$ cat config.mk
export PLATFORM = sky130hd
export DESIGN_NAME = hz_unit
export DESIGN_NICKNAME = d
export VERILOG_FILES = /design/src/rtl/hz_pkg.sv /design/src/rtl/hz_operand_fwd.sv /design/src/rtl/hz_branch_stall.sv /design/src/rtl/hz_unit.sv
export SDC_FILE = /design/constraint.sdc
export NUM_CORES = 1
export LEC_CHECK = 0
export BUFFER_PORTS_ARGS = -buffer_cell sky130_fd_sc_hd__buf_2
export CAP_MARGIN = 40
export CORE_AREA = 2 2 90 92
export DETAILED_ROUTE_END_ITERATION = 6
export DIE_AREA = 0 0 92 94
export PLACE_DENSITY = 0.8
export SLEW_MARGIN = 10
export SYNTH_ARGS = -nofsm -noshare
export SYNTH_HDL_FRONTEND = slang
export SYNTH_SLANG_ARGS = --single-unit
export TNS_END_PERCENT = 1
$ cat constraint.sdc
create_clock -name vclk -period 3.75
set_input_delay 0.1875 -clock vclk [all_inputs]
set_output_delay 0.1875 -clock vclk [all_outputs]
set_load 0.02 [all_outputs]
$ cat src/rtl/hz_pkg.sv
package hz_pkg;
    typedef enum logic [1:0] {
        FWD_RF = 2'b00,
        FWD_WB = 2'b01,
        FWD_EX = 2'b10
    } fwd_sel_e;
endpackage

$ cat src/rtl/hz_operand_fwd.sv
module hz_operand_fwd
    import hz_pkg::*;
#(
    parameter int AW = 5,
    parameter int DW = 32
) (
    input  logic [AW-1:0] src_i,
    input  logic [DW-1:0] rf_val_i,
    input  logic [AW-1:0] ex_dst_i,
    input  logic          ex_we_i,
    input  logic [DW-1:0] ex_val_i,
    input  logic [AW-1:0] wb_dst_i,
    input  logic          wb_we_i,
    input  logic [DW-1:0] wb_val_i,
    output fwd_sel_e      sel_o,
    output logic [DW-1:0] val_o
);
    typedef struct packed {
        fwd_sel_e      sel;
        logic [DW-1:0] val;
    } opnd_t;

    opnd_t opnd_d;
    logic  src_live, ex_hit, wb_hit;

    always_comb begin
        src_live   = (src_i != '0);
        ex_hit     = src_live && ex_we_i && (ex_dst_i == src_i);
        wb_hit     = src_live && wb_we_i && (wb_dst_i == src_i);
        opnd_d.sel = FWD_RF;
        opnd_d.val = rf_val_i;
        if (ex_hit) begin
            opnd_d.sel = FWD_EX;   // newest producer first
            opnd_d.val = ex_val_i;
        end else if (wb_hit) begin
            opnd_d.sel = FWD_WB;
            opnd_d.val = wb_val_i;
        end
    end

    assign sel_o = opnd_d.sel;
    assign val_o = opnd_d.val;

    always_comb begin
        if (sel_o == FWD_EX)
            assert_ex_value_R1: assert (val_o == ex_val_i);
        if (sel_o == FWD_WB)
            assert_wb_value_R2: assert (val_o == wb_val_i);
        if (sel_o == FWD_WB)
            assert_ex_priority_R4: assert (!(ex_we_i && ex_dst_i == src_i));
        if (sel_o != FWD_RF)
            assert_no_zero_fwd_R5: assert (src_i != '0);
    end
endmodule

$ cat src/rtl/hz_branch_stall.sv
module hz_branch_stall #(
    parameter int AW   = 5,
    parameter int NSRC = 2
) (
    input  logic                     br_valid_i,
    input  logic [NSRC-1:0]          use_i,
    input  logic [NSRC-1:0][AW-1:0]  src_i,
    input  logic [AW-1:0]            ex_dst_i,
    input  logic                     ex_we_i,
    output logic                     freeze_o,
    output logic                     bubble_o
);
    typedef struct packed {
        logic freeze;
        logic bubble;
    } stall_t;

    logic [NSRC-1:0] hit;
    stall_t          stall_d;

    for (genvar g = 0; g < NSRC; g++) begin : g_src
        assign hit[g] = use_i[g] && (src_i[g] != '0) && (src_i[g] == ex_dst_i);
    end

    always_comb begin
        stall_d.freeze = br_valid_i && ex_we_i && (|hit);
        stall_d.bubble = stall_d.freeze;
    end

    assign freeze_o = stall_d.freeze;
    assign bubble_o = stall_d.bubble;

    always_comb begin
        if (freeze_o)
            assert_freeze_needs_branch_R10: assert (br_valid_i && ex_we_i);
        if (freeze_o)
            assert_no_zero_stall_R5: assert (ex_dst_i != '0);
    end
endmodule

$ cat src/rtl/hz_unit.sv
module hz_unit
    import hz_pkg::*;
#(
    parameter int AW = 5,
    parameter int DW = 32
) (
    input  logic [AW-1:0] rd_src_a_i,
    input  logic [AW-1:0] rd_src_b_i,
    input  logic [DW-1:0] rf_a_i,
    input  logic [DW-1:0] rf_b_i,
    input  logic [AW-1:0] ex_dst_i,
    input  logic          ex_we_i,
    input  logic [DW-1:0] ex_res_i,
    input  logic [AW-1:0] wb_dst_i,
    input  logic          wb_we_i,
    input  logic [DW-1:0] wb_res_i,
    input  logic          br_valid_i,
    input  logic          br_use_a_i,
    input  logic          br_use_b_i,
    input  logic [AW-1:0] br_src_a_i,
    input  logic [AW-1:0] br_src_b_i,
    output logic [DW-1:0] op_a_o,
    output logic [DW-1:0] op_b_o,
    output logic [1:0]    sel_a_o,
    output logic [1:0]    sel_b_o,
    output logic          freeze_o,
    output logic          bubble_o
);
    localparam int NOPND = 2;

    logic [NOPND-1:0][AW-1:0] src_d;
    logic [NOPND-1:0][DW-1:0] rf_d;
    logic [NOPND-1:0][DW-1:0] val_d;
    fwd_sel_e                 sel_d [NOPND];

    assign src_d = {rd_src_b_i, rd_src_a_i};
    assign rf_d  = {rf_b_i, rf_a_i};

    for (genvar g = 0; g < NOPND; g++) begin : g_opnd
        hz_operand_fwd #(.AW(AW), .DW(DW)) u_fwd (
            .src_i   (src_d[g]),
            .rf_val_i(rf_d[g]),
            .ex_dst_i(ex_dst_i),
            .ex_we_i (ex_we_i),
            .ex_val_i(ex_res_i),
            .wb_dst_i(wb_dst_i),
            .wb_we_i (wb_we_i),
            .wb_val_i(wb_res_i),
            .sel_o   (sel_d[g]),
            .val_o   (val_d[g])
        );
    end

    assign op_a_o  = val_d[0];
    assign op_b_o  = val_d[1];
    assign sel_a_o = sel_d[0];
    assign sel_b_o = sel_d[1];

    hz_branch_stall #(.AW(AW), .NSRC(NOPND)) u_stall (
        .br_valid_i(br_valid_i),
        .use_i     ({br_use_b_i, br_use_a_i}),
        .src_i     ({br_src_b_i, br_src_a_i}),
        .ex_dst_i  (ex_dst_i),
        .ex_we_i   (ex_we_i),
        .freeze_o  (freeze_o),
        .bubble_o  (bubble_o)
    );

    always_comb begin
        assert_bubble_follows_freeze_R9: assert (bubble_o == freeze_o);
        if (freeze_o)
            assert_freeze_hits_use_R7: assert (br_use_a_i || br_use_b_i);
    end
endmodule

# After elaboration in Yosys (flattened, before gate mapping)
# Cells that the tools add are included.
# classes
addsub	0
multipliers	0
div_mod_pow	0
magnitude_cmp	0
n_eq_ne	6
shift	0
mux	4
n_bitwise	0
reduce_logical	19
# op_table
operator	count
$mux 34	2
$mux 33	2
$eq 5x5->1	6
$reduce_bool 5->1	4
$logic_and 1x1->1	14
$reduce_or 2->1	1
# totals
reg_bits	0
latchBits	0
ramBits	0
rom_bits	0
output_inout_bits	70
word_cells	29
n_memories	0

# Depth between registers and ports, before layout
# depth
depth_word	5
mapped_depth	7
depth_no_buf	5

# By module
# From an unflattened synthesis, not the netlist that was laid out.
# unflattened
hier_cells	364
area_unflattened_um2	2125.8
# by_module_without_submodules
mod	n_inst	cells_each	area_per_inst_um2	seq_area_each_um2
hz_operand_fwd	2	172	991.0	0.0
hz_branch_stall	1	20	143.9	0.0

# Least setup slack after synthesis
# No wires, ideal clock.
# synth_timing
path_kind	input-to-output
start	input port rd_src_b_i[1]
end	output port sel_b_o[0]
arrival_ns	1.757
required_ns	3.562
setup_slack_ns	1.805
stages	6
cell_sequence	or4_4 o211ai_2 or2_2 buf_2 inv_1 nor3_1
# synth_via
elab_cells_between_ends	9
cone_classes	eq/ne (2); mux (2); reduce/logical (5)
# synth_rtl
element	line	text
start: declaration	hz_unit.sv:8	input logic [AW-1:0] rd_src_b_i,
$reduce_bool 5->1	hz_operand_fwd.sv:27	src_live = (src_i != '0);
$logic_and 1x1->1	hz_operand_fwd.sv:28	ex_hit = src_live && ex_we_i && (ex_dst_i == src_i);
$logic_and 1x1->1 (*)	hz_operand_fwd.sv:28	
via g_opnd[1].u_fwd.ex_hit	hz_operand_fwd.sv:24	logic src_live, ex_hit, wb_hit;
$mux 34 (*)	hz_operand_fwd.sv:32	if (ex_hit) begin
end: declaration	hz_unit.sv:25	output logic [1:0] sel_b_o,
# The timed path passes the listed nets; every way through them passes the cells marked *.

# Worst setup path in the final report
# layout_timing
start	input port rd_src_a_i[0]
end	output port op_a_o[31]
# layout_via
elab_chain_cells	5
elab_cells_between_ends	9
cone_classes	eq/ne (2); mux (2); reduce/logical (5)
# layout_rtl
element	line	text
start: declaration	hz_unit.sv:7	input logic [AW-1:0] rd_src_a_i,
$reduce_bool 5->1	hz_operand_fwd.sv:27	
$logic_and 1x1->1 (2 in a row)	hz_operand_fwd.sv:29	wb_hit = src_live && wb_we_i && (wb_dst_i == src_i);
$mux 33	hz_operand_fwd.sv:35	end else if (wb_hit) begin
$mux 34 (*)	hz_operand_fwd.sv:32	
end: declaration	hz_unit.sv:22	output logic [DW-1:0] op_a_o,
# Every way passes the cells marked *; elsewhere a longest branch is shown, timed or not.

==> qor.yml <==
critical_path:
  path_class: "input pin to output pin"
  slowest_stage: "or4_4"
  endpoint_kind: "output pin"
  crit_path_max_fanout: 33
  cp.buffers_inverters: 5
  cpLargestDelayFamily: "buffers and inverters"
  worstPathCellList: "buf_2 > or4_4 > o211ai_4 > buf_4 > or2_1 > buf_4 > inv_2 > o31a_1 > buf_2"
  worstPathRequired_ns: 3.56
  start_kind: "input pin"
  cp.arrival_ns: 2.51
  max_stage_delay_ns: 0.57
layout:
  final_core_util_pct: 44.8
  seq_area_um2: 0
  area_delta_synth_final_pct: 53.0
  layout-drive-gt1-share_pct: 43.0
  num_antenna_cells: 0
  fin_area_mm2: 0.00341
  seq_cells: 0
  clockBufferCount: 0
  nNetsFinal: 758
grt:
  first_global_vias: 3651
  grt_max_degree: 50
  antenna_found_initial: 0
  overflow: 0
  grt_first_pass_wirelength_mm: 17.1
  track_usage_pct: 23.5
power_and_ir_drop:
  seqPwrFrac_pct: 0
  power.density_mw_per_mm2: 134
  comb_power_share_pct: 100.0
  p_leak_uw: 0.00153
  clock_power_share_pct: 0
  switchingPower_uw: 285
  switching_share_pct: 62.6
  vdd_drop_max_mv: 0.0882
  p_int_uw: 171
logic_synthesis:
  yosys.area.top_type: "a31oi_1"
  syn-cell-area_mm2: 0.00223
  syn_nets: 565
  yosysSeqAreaShare_pct: 0
  yosysMostFrequentCell: "nor3_1"
  synthDominantCellAreaShare_pct: 17.7
  ys_warn_count: 0
  synth.avg_cell_area_um2: 5.54
  yosysUniqueCellTypes: 25
  netlist_instances: 402
  synth_common_cells: "68 x nor3_1, 65 x o21ai_0, 63 x a31oi_1, 33 x clkbuf_1, 33 x inv_1"
  synth_area_leaders: "a31oi_1 18%, nor3_1 15%, o21ai_0 15%"
detailed_routing:
  route.detailed.drc: 0
  wl_per_cell_um: 16.0
  drtIter0Drc: 228
  dr.pass1.iters: 5
  drt-vias-per-instance: 5.78
  postRouteAntennaNets: 0
  drt-total-wl_mm: 11.1
  vias: 4015
floorplan:
  ioPinCount: 233
  die_w_um: 92
  die_area_mm2: 0.00865
  placeableCoreArea_mm2: 0.00761
  initial_core_util_pct: 29.3
  die_h_um: 94
  row_count: 32
timing:
  period_share_pct: 72.0
  slew_headroom_pct: 51.8
  rsz0062_at_grt: "no"
  min_period_ns: 2.70
  tightest_slew_ns: 0.722
  slew_violations: 0
  setup_tns_ns: 0
  fmax_mhz: 370
  hold_viol_final: 0
  setup_viol: 0
clocking:
  cts_resized: 0
  cts_setup_buffers: 0
  hold_buffers: 0
flow_run:
  cap_violations: 0
worst_hold_path:
  hold_class: "input pin to output pin"
place:
  placed_area_mm2: 0.00341
  io_buffers: 233
  dpl.hpwl_mm: 8.57
  finalWeightedCongestion: 1.01
outcome:
  outcome: "finished, final reports clean"
[cell usage in the layout, fill, tap and decap left out, types with 6 or more instances in the layout]
| cell type | n |
|---|---|
| nor3_1 | 68 |
| o21ai_0 | 65 |
| nand3_1 | 32 |
| buf_2 | 233 |
| or3_1 | 32 |
| xnor2_1 | 22 |
| xor2_1 | 6 |
| nand4_1 | 6 |
| inv_1 | 33 |
| a31oi_1 | 63 |
| buf_4 | 11 |
[cell families (layout without fill, tap and decap cells)]
family,Yosys count,after routing,synth area share [%]
buffers and inverters,88,279,16.3
AO/OA/AOI/OAI,136,136,35.9
XOR/XNOR,28,28,11.0
AND/OR/NAND/NOR,150,150,36.7
[final timing paths]
check / from / endpoint / slack [ns] / cells after the start
setup / recovery: rd_src_a_i[0] / op_a_o[31] / 1.05 / 9
hold / removal: br_valid_i / bubble_o / 0.72 / 4
[final cells by class]
| type | count | area, um2 |
|---|---|---|
| fillers | 829 | 4200 |
| inverters | 34 | 128 |
| multi-input cells | 314 | 1890 |
| well taps | 102 | 128 |
| repair buffers | 245 | 1260 |
[tightest hold or removal path: cells and delay by family]
family                 cells  cell delay, ns
AND/OR/NAND/NOR            1            0.05
AO/OA/AOI/OAI              1            0.05
buffers and inverters      2            0.24
[metrics by stage]
step | instances | hold slack [ns] | worst slack (ns) | power (uW)
6_report | 695 | 0.719 | 1.05 | 456
5_1_grt | 695 | 0.736 | 1.01 | 492
2_1_floorplan | 402 | 0.506 | 1.81 | 248
3_5_place_dp | 695 | 0.715 | 1.09 | 450
3_3_place_gp | 694 | 0.717 | 1.13 | 439
4_1_cts | 695 | 0.719 | 1.09 | 452
[layer usage]
metal / wire (um) / vias to the layer above / GRT usage (%)
met5: 0 / - / 0
met4: 173 / 0 / 6.09
met3: 1110 / 28 / 4.01
met2: 5370 / 278 / 41.4
met1: 4470 / 1838 / 29.8
li1: - / 1871 / -
[power groups by stage]
| stage | Combinational (uW) | Sequential [uW] | Clock [uW] |
|---|---|---|---|
| 3_5_place_dp | 450 | 0 | 0 |
| 5_1_grt | 492 | 0 | 0 |
| 2_1_floorplan | 248 | 0 | 0 |
| 3_3_place_gp | 439 | 0 | 0 |
| 4_1_cts | 452 | 0 | 0 |
| 6_report | 456 | 0 | 0 |
No activity file was read; power rests on OpenSTA's default activity.
